--- config.mk ---
export PLATFORM = sky130hd
export DESIGN_NAME = ivt_top
export DESIGN_NICKNAME = d
export VERILOG_FILES = /design/src/rtl/ivt_pkg.sv /design/src/rtl/ivt_latch.sv /design/src/rtl/ivt_down.sv /design/src/rtl/ivt_rdmux.sv /design/src/rtl/ivt_top.sv
export SDC_FILE = /design/constraint.sdc
export NUM_CORES = 1
export LEC_CHECK = 0
export ABC_AREA = 1
export BUFFER_PORTS_ARGS = -buffer_cell sky130_fd_sc_hd__clkbuf_2
export CAP_MARGIN = 20
export CORE_MARGIN = 2
export CORE_UTILIZATION = 60
export CTS_CLUSTER_SIZE = 10
export DETAILED_ROUTE_END_ITERATION = 7
export GPL_TIMING_DRIVEN = 0
export HOLD_SLACK_MARGIN = 0.1
export PLACE_DENSITY = 0.81
export SYNTH_ARGS = -nofsm -noshare
export SYNTH_HDL_FRONTEND = slang
export SYNTH_SLANG_ARGS = --single-unit
--- constraint.sdc ---
create_clock -name clk -period 3.15 [get_ports clk]
set_clock_uncertainty 0.1 [all_clocks]
set_input_delay 0.315 -clock clk [delete_from_list [all_inputs] [get_ports clk]]
set_output_delay 0.315 -clock clk [all_outputs]
set_load 0.02 [all_outputs]
--- src/rtl/ivt_pkg.sv ---
package ivt_pkg;
  localparam int BYTE_W = 8;
  localparam int CNT_W  = 2 * BYTE_W;

  typedef enum logic [1:0] {
    A_CNT_LO = 2'd0,
    A_CNT_HI = 2'd1,
    A_LAT_LO = 2'd2,
    A_LAT_HI = 2'd3
  } reg_addr_e;
endpackage

--- src/rtl/ivt_latch.sv ---
module ivt_latch
  import ivt_pkg::*;
#(
  parameter int BW = BYTE_W,
  localparam int CW = 2 * BW
) (
  input  logic          clk,
  input  logic          rst_n,
  input  logic          wr_en,
  input  logic          rd_en,
  input  logic [1:0]    addr,
  input  logic [BW-1:0] wr_data,
  output logic [CW-1:0] latch_q,
  output logic          load,
  output logic [CW-1:0] load_val,
  output logic          flag_clr
);
  logic          lo_we, hi_we;
  logic [CW-1:0] latch_d;

  always_comb begin
    lo_we    = wr_en && (addr == A_CNT_LO || addr == A_LAT_LO);
    hi_we    = wr_en && (addr == A_CNT_HI || addr == A_LAT_HI);
    load     = wr_en && (addr == A_CNT_HI);
    flag_clr = hi_we || (rd_en && !wr_en && addr == A_CNT_LO);
    latch_d  = latch_q;
    if (lo_we) latch_d[BW-1:0]  = wr_data;
    if (hi_we) latch_d[CW-1:BW] = wr_data;
    load_val = {wr_data, latch_q[BW-1:0]};
  end

  always_ff @(posedge clk or negedge rst_n) begin
    if (!rst_n) latch_q <= '1;
    else if (lo_we || hi_we) latch_q <= latch_d;
  end
endmodule

--- src/rtl/ivt_down.sv ---
module ivt_down
  import ivt_pkg::*;
#(
  parameter int CW = CNT_W
) (
  input  logic          clk,
  input  logic          rst_n,
  input  logic          tick_en,
  input  logic          mode_free,
  input  logic          load,
  input  logic [CW-1:0] load_val,
  input  logic [CW-1:0] latch,
  output logic [CW-1:0] cnt_q,
  output logic          irq_set
);
  logic [CW-1:0] cnt_d;
  logic          wrap_q, wrap_d;
  logic          arm_q, arm_d;
  logic          irq_d;
  logic          at_zero;

  always_comb begin
    at_zero = (cnt_q == '0);
    cnt_d   = cnt_q;
    wrap_d  = wrap_q;
    arm_d   = arm_q;
    irq_d   = 1'b0;
    if (load) begin
      cnt_d  = load_val;
      wrap_d = 1'b0;
      arm_d  = 1'b1;
    end else if (tick_en) begin
      if (at_zero) begin
        cnt_d  = '1;
        wrap_d = 1'b1;
        irq_d  = mode_free || arm_q;
        arm_d  = 1'b0;
      end else if (wrap_q && mode_free) begin
        cnt_d  = latch;
        wrap_d = 1'b0;
      end else begin
        cnt_d  = cnt_q - 1'b1;
        wrap_d = 1'b0;
      end
    end
  end

  always_ff @(posedge clk or negedge rst_n) begin
    if (!rst_n) begin
      cnt_q   <= '1;
      wrap_q  <= 1'b0;
      arm_q   <= 1'b0;
      irq_set <= 1'b0;
    end else begin
      irq_set <= irq_d;
      if (load || tick_en) begin
        cnt_q  <= cnt_d;
        wrap_q <= wrap_d;
        arm_q  <= arm_d;
      end
    end
  end
endmodule

--- src/rtl/ivt_rdmux.sv ---
module ivt_rdmux
  import ivt_pkg::*;
#(
  parameter int BW = BYTE_W,
  localparam int CW = 2 * BW
) (
  input  logic [1:0]    addr,
  input  logic [CW-1:0] cnt,
  input  logic [CW-1:0] latch,
  output logic [BW-1:0] rd_data
);
  always_comb begin
    unique case (addr)
      A_CNT_LO: rd_data = cnt[BW-1:0];
      A_CNT_HI: rd_data = cnt[CW-1:BW];
      A_LAT_LO: rd_data = latch[BW-1:0];
      default:  rd_data = latch[CW-1:BW];
    endcase
  end
endmodule

--- src/rtl/ivt_top.sv ---
module ivt_top
  import ivt_pkg::*;
#(
  parameter int BW = BYTE_W,
  localparam int CW = 2 * BW
) (
  input  logic          clk,
  input  logic          rst_n,
  input  logic          tick_en,
  input  logic          mode_free,
  input  logic          wr_en,
  input  logic          rd_en,
  input  logic [1:0]    addr,
  input  logic [BW-1:0] wr_data,
  output logic [BW-1:0] rd_data,
  output logic          irq_set,
  output logic          flag_clr
);
  logic [CW-1:0] latch_q, load_val, cnt_q;
  logic          load;

  ivt_latch #(.BW(BW)) latch_i (
    .clk(clk), .rst_n(rst_n), .wr_en(wr_en), .rd_en(rd_en), .addr(addr),
    .wr_data(wr_data), .latch_q(latch_q), .load(load), .load_val(load_val),
    .flag_clr(flag_clr)
  );

  ivt_down #(.CW(CW)) down_i (
    .clk(clk), .rst_n(rst_n), .tick_en(tick_en), .mode_free(mode_free),
    .load(load), .load_val(load_val), .latch(latch_q), .cnt_q(cnt_q),
    .irq_set(irq_set)
  );

  ivt_rdmux #(.BW(BW)) rdmux_i (
    .addr(addr), .cnt(cnt_q), .latch(latch_q), .rd_data(rd_data)
  );
endmodule

==> qor.csv, run 1 <==
metric,value,unit
place_congestion,1.009,
finalSetupTns,0,ns
finalCritPeriodShare,0.6527,
wirelength,6318,um
track_usage,0.3100,
max_stage_delay,0.46,ns
worst_hold_path_type,primary input to flop,
fin_nets,420,
crit_fanout,7,
numCtsBuffers,5,
critPathLaunch,addr[1],
drt-initial-drc-count,331,
critPathCaptureType,primary output,
crit_family,buffers and inverters,
drive_gt1_frac,0.2134,
n_antenna_cell,0,
path_clk_slew,0.07,ns
coreArea,3971,um2
cts-root-buf,clkbuf_8,
grt_overflow,0,
synth_cell_types,29,
dr.pass1.iters,5,
regArea,915.9,um2
grt_max_degree,36,
p_leak,1.433,nW
synth.largest_area_cell,dfstp_2,
nFillCells,357,
hold_viol,0,
clockBufferDepth,2,
crit_required,2.73,ns
max-cap-violations,0,
power.density,664.7,nW/um2
area_growth,13.69,%
ys.warnings.count,0,
setup_violations,0,
crit_buf_inv,4,
htreeDepth,2,
slew-limit-headroom,0.4295,
synth_area_leaders,"dfstp_2, nand2_1, inv_1, nor2_1, o21ai_0",
ys_ff_latch,35,
wire_per_inst,13.95,um
design_power_total,0.001845,W
maxSlewViolCount,0,
yosysTopAreaCellShare,0.3444,
antenna_found_initial,0,
multi_input_area,1255,um2
worstSetupPathType,primary input to primary output,
grt_setup_unrepaired,false,
cp-start-kind,primary input,
dp_hpwl,4809,um
ys_seq_area_frac,0.3752,
dr_total_vias,2465,
cpMaxStageDelayCell,nor2_1,
worst-endpoint-arrival,1.64,ns
r2r-start,down_i.cnt_q[0],
crit_path_cell_trace,"clkbuf_2, inv_1, nor2_1, inv_1, o22ai_1, a21oi_1, o21ai_0, clkbuf_2",
drc,0,
hold_path.startpoint,wr_data[6],
io_pins,26,
start_util,0.6147,
fp-row-count,23,
syn_inst,369,
dieHeight,67.79,um
postRouteAntennaNets,0,
vdd_drop_max,443.2,uV
clock.fmax,0.4864,GHz
grt_pass1_vias,2187,
vias_per_cell,5.442,
clock_latency,0.30,ns
cts_tree,yes,
numPortBuffers,25,
synth_fp_nets,387,
min_period,2.056,ns
die_w,67.79,um
post_cts_resized,0,
syn_area_per_cell,6.615,um2
grt_pass1_wl,10400,um
cts.sinks,35,
worst_slew_pin_slew,0.8558,ns
status,finished clean,
die_area,4595,um2
synth_area,2441,um2
==> worst paths after layout <==
check                                      to  slack [ns]  cells past startpoint
max                                rd_data[0]        1.09                      8
min                        latch_i.latch_q[6]        0.16                      3
min in group asynchronous        down_i.arm_q        0.56                      2
max reg2reg                  down_i.cnt_q[10]        1.34                     10
min reg2reg                  down_i.cnt_q[15]        0.39                      2
max in group asynchronous       down_i.wrap_q        1.87                      2
==> cells by family (layout without fill, tap and decap cells) <==
family / after synthesis / count (layout) / share of synthesized area
simple gates: 208 / 208 / 0.3496
buf+inv: 63 / 97 / 0.1107
compound gates: 58 / 58 / 0.1425
flops: 35 / 35 / 0.3752
fa+ha+maj: 2 / 2 / 0.01025
xor+xnor: 2 / 2 / 0.007177
mux: 1 / 1 / 0.004613
==> through the flow <==
stage	hold slack, ns	cell area [um2]	worst slack, ns	cells	utilization
after floorplan	-0.08059	2441	1.487	369	-
after global placement	0.3532	2629	1.203	444	0.6619
after detailed placement	0.3572	2629	1.148	444	0.6619
after CTS	0.1569	2775	1.134	453	0.6988
after global routing	0.1818	2775	0.9753	453	0.6988
final	0.1578	2775	1.094	453	0.6988
==> layout by cell type, fill, tap and decap left out, drive strengths merged, types with 3 or more instances in the layout <==
cell | netlist | layout
dfstp | 32 | 32
nor2 | 53 | 53
a221oi | 3 | 3
nand3 | 25 | 25
clkbuf | 4 | 34
dfrtp | 3 | 3
inv | 55 | 55
nand2 | 126 | 126
o21ai | 37 | 37
a21oi | 9 | 9
o22ai | 4 | 4
buf | 4 | 4
==> power breakdown <==
group	internal [W]	leakage (nW)	switching, W
clock	0.000316	0.0644	0.000177
combinational	0.000221	0.996	0.000389
sequential	0.000612	0.372	0.000130
==> synthesized netlist by cell type <==
library cell / count
inv_2: 3
nand3_1: 25
o22ai_1: 4
o21ai_1: 2
o21bai_1: 2
o21ai_2: 7
nand2_1: 124
nor2_1: 50
inv_1: 52
buf_6: 3
nor2_4: 2
xnor2_1: 1
nand2_4: 2
nand4_1: 2
ha_1: 2
xor2_1: 1
dfstp_2: 32
clkbuf_1: 4
or2_2: 1
nor2_2: 1
a221oi_1: 3
o21ai_0: 28
mux2_2: 1
dfrtp_1: 3
o2111ai_1: 2
nor3_1: 1
buf_8: 1
o31ai_1: 1
a21oi_1: 9
==> flip-flops by register name, indices dropped and copies added, names as in the netlist <==
name             count
down_i.arm_q         1
down_i.cnt_q        16
down_i.irq_set       1
down_i.wrap_q        1
latch_i.latch_q     16
==> per-layer routing <==
layer	share of wire	vias up	wire length [um]	track usage
met5	0	-	0	0
met4	0.025	0	156	0.1225
met3	0.076	19	483	0.06500
met2	0.46	113	2882	0.4657
met1	0.44	1105	2796	0.4359
li1	-	1228	-	-
==> layout make-up <==
class	instances	share of cell area
buffer	8	0.02299
clock buffer	5	0.02480
clock inverter	3	0.02435
inverter	55	0.07439
multi-input combinational	271	0.4522
sequential	35	0.3300
tap	50	0.02254
timing repair buffer	26	0.04869
==> repair_timing <==
action                                 CTS  global route
endpoints found under the hold margin    3             0
hold buffers                             1             0
setup buffers                            0             0
==> worst reg2reg max path: stages, from the launching register on <==
cell     delay, ns
dfstp_2       0.39
inv_1         0.14
ha_1          0.23
nand2_1       0.07
nor2_1        0.27
nand2_1       0.14
o21ai_0       0.17
nand3_1       0.09
nand2_1       0.08
nand2_1       0.05
nand2_1       0.05
Note: power is estimated with default switching activity, not from simulation.
==> inputs of run 2 (changes only) <==
--- a/config.mk
+++ b/config.mk
@@ -9,12 +9,12 @@
 export BUFFER_PORTS_ARGS = -buffer_cell sky130_fd_sc_hd__clkbuf_2
 export CAP_MARGIN = 20
 export CORE_MARGIN = 2
-export CORE_UTILIZATION = 60
+export CORE_UTILIZATION = 59
 export CTS_CLUSTER_SIZE = 10
 export DETAILED_ROUTE_END_ITERATION = 7
 export GPL_TIMING_DRIVEN = 0
 export HOLD_SLACK_MARGIN = 0.1
-export PLACE_DENSITY = 0.81
+export PLACE_DENSITY = 0.8
 export SYNTH_ARGS = -nofsm -noshare
 export SYNTH_HDL_FRONTEND = slang
 export SYNTH_SLANG_ARGS = --single-unit
==> constraint.sdc (replaced) <==
create_clock -name clk -period 1.97 [get_ports clk]
set_clock_uncertainty 0.1 [all_clocks]
set_input_delay 0.197 -clock clk [delete_from_list [all_inputs] [get_ports clk]]
set_output_delay 0.197 -clock clk [all_outputs]
set_load 0.02 [all_outputs]
==> qor.csv, run 2 (same netlist as run 1, synthesis figures left out) <==
metric,value,unit,change
status,finished clean,,
numCtsBuffers,5,,unchanged
fp-row-count,23,,unchanged
power.density,972.0,nW/um2,+46%
hold_viol,0,,unchanged
clock_latency,0.29,ns,about the same
crit_buf_inv,1,,-3
min_period,1.805,ns,
clockBufferDepth,2,,unchanged
nFillCells,339,,-5.0%
htreeDepth,2,,unchanged
crit_family,simple AND/OR/NAND/NOR gates,,
final_common_cell,nand2_1,,
crit_required,2.10,ns,-0.63 ns
path_clk_slew,0.08,ns,about the same
dp_hpwl,4954,um,+3.0%
grt_pass1_vias,2262,,+3.4%
max_stage_delay,0.56,ns,+0.10 ns
finalCritPeriodShare,0.9165,,
p_leak,1.447,nW,+0.99%
worstSetupPathType,flop to flop,,
drc,0,,unchanged
drive_gt1_frac,0.2087,,-0.004662
dieHeight,68.32,um,+0.79%
fin_nets,429,,+2.1%
crit_path_cell_trace,"inv_1, ha_1, nand2_1, nor2_2, or2_2, nand3_1, nand3_1, nand2_1, nand2_1",,
grt_pass1_wl,10870,um,+4.6%
area_growth,15.38,%,
track_usage,0.3227,,+0.01264
cpMaxStageDelayCell,dfstp_2,,
grt_max_degree,36,,unchanged
postRouteAntennaNets,0,,unchanged
dr_total_vias,2555,,+3.7%
finalSetupTns,0,ns,unchanged
coreArea,4000,um2,+0.72%
finalCoreUtilization,0.7041,,+0.005295
worst_hold_path_type,primary input to flop,,
worst-endpoint-arrival,1.93,ns,+0.29 ns
mostFrequentLayoutCells,"nand2_1, inv_1, nor2_1",,
top_regs,"down_i.cnt_q: 16 flops, latch_i.latch_q: 16 flops",,
vdd_drop_max,624.9,uV,+41%
dr.pass1.iters,5,,unchanged
wirelength,6695,um,+6.0%
clock.fmax,0.5539,GHz,
setup_violations,0,,unchanged
vias_per_cell,5.530,,+1.6%
cts-root-buf,clkbuf_8,,
worst_slew_pin_slew,0.8767,ns,+0.02089 ns
grt_overflow,0,,unchanged
design_power_total,0.002738,W,+48%
dpl_cell_area,2629,um2,unchanged
whs,0.1324,ns,-0.02535 ns
grt_setup_unrepaired,false,,
cpMostUsedCell,nand2_1,,
max-cap-violations,0,,unchanged
io_pins,26,,unchanged
drt-initial-drc-count,197,,-40%
n_antenna_cell,0,,unchanged
cts.sinks,35,,unchanged
die_w,68.32,um,+0.79%
wire_per_inst,14.49,um,+3.9%
die_area,4668,um2,+1.6%
place_congestion,0.9094,,-9.9%
cp-start-kind,flop,,
critPathCaptureType,flop,,
slew-limit-headroom,0.4155,,-0.01393
maxSlewViolCount,0,,unchanged
numPortBuffers,25,,unchanged
cts_tree,yes,,
start_util,0.6103,,-0.004422
finalInstanceArea,2816,um2,+1.5%
antenna_found_initial,0,,unchanged
crit_fanout,6,,-1
[run 2: cell types whose count changed in the layout (fill, tap and decap cells not counted)]
cell	before	now
nor2_2	1	2
clkinv_2	0	1
clkbuf_1	4	5
dlygate4sd3_1	1	10
nor2_1	50	49
bufinv_16	2	0
[run 2: layout make-up]
class	count	area, um2	area share
inverters	55	206.4	0.07330
well taps	50	62.56	0.02221
clock buffers	6	72.57	0.02577
repair buffers	35	225.2	0.07996
plain buffers	8	63.81	0.02266
clock inverters	2	12.51	0.004442
flip-flops and latches	35	915.9	0.3252
multi-input cells	271	1257	0.4465
[run 2: metrics by stage]
| stage | worst slack, ns | cells |
|---|---|---|
| detailed placement | 0.1314 | 444 |
| finish | 0.1646 | 462 |
| global route | 0.001597 | 462 |
| CTS | 0.09377 | 462 |
| global placement | 0.1993 | 444 |
| floorplan | 0.3303 | 369 |
[run 2: worst reg2reg max path: stages (launching register included)]
cell,delay [ns]
dfstp_2,0.56
inv_1,0.10
ha_1,0.25
nand2_1,0.09
nor2_2,0.07
or2_2,0.28
nand3_1,0.07
nand3_1,0.08
nand2_1,0.08
nand2_1,0.06
[run 2: path summary, 6_finish.rpt]
check                           startpoint         endpoint  slack [ns]  depth (start not counted)
min reg2reg                  down_i.wrap_q    down_i.wrap_q        0.38                          2
max in group asynchronous            rst_n     down_i.arm_q        0.78                          2
max                        down_i.cnt_q[0]  down_i.cnt_q[4]        0.16                          9
min                                tick_en    down_i.wrap_q        0.13                          3
min in group asynchronous            rst_n    down_i.wrap_q        0.45                          2
max reg2reg                down_i.cnt_q[0]  down_i.cnt_q[4]        0.16                          9
[run 2: layer usage]
metal	GRT usage	share of wire	vias up
li1	-	-	1246
met1	0.4602	0.46	1156
met2	0.5061	0.46	130
met3	0.04605	0.069	23
met4	0.09750	0.020	0
met5	0	0	-
[run 2: where the power goes]
part	total, W	switching, W	internal, W
Clock	0.000534	0.000286	0.000247
Combinational	0.00102	0.000650	0.000367
Sequential	0.00119	0.000208	0.000979
Total	0.00274	0.00114	0.00159
[run 2: what timing repair did]
item | 4_1_cts | 5_1_grt
gates resized for setup | 0 | 1
hold buffers | 10 | 0
hold endpoints to repair | 20 | 0
setup endpoints to repair | 0 | 2
setup buffers | 0 | 0
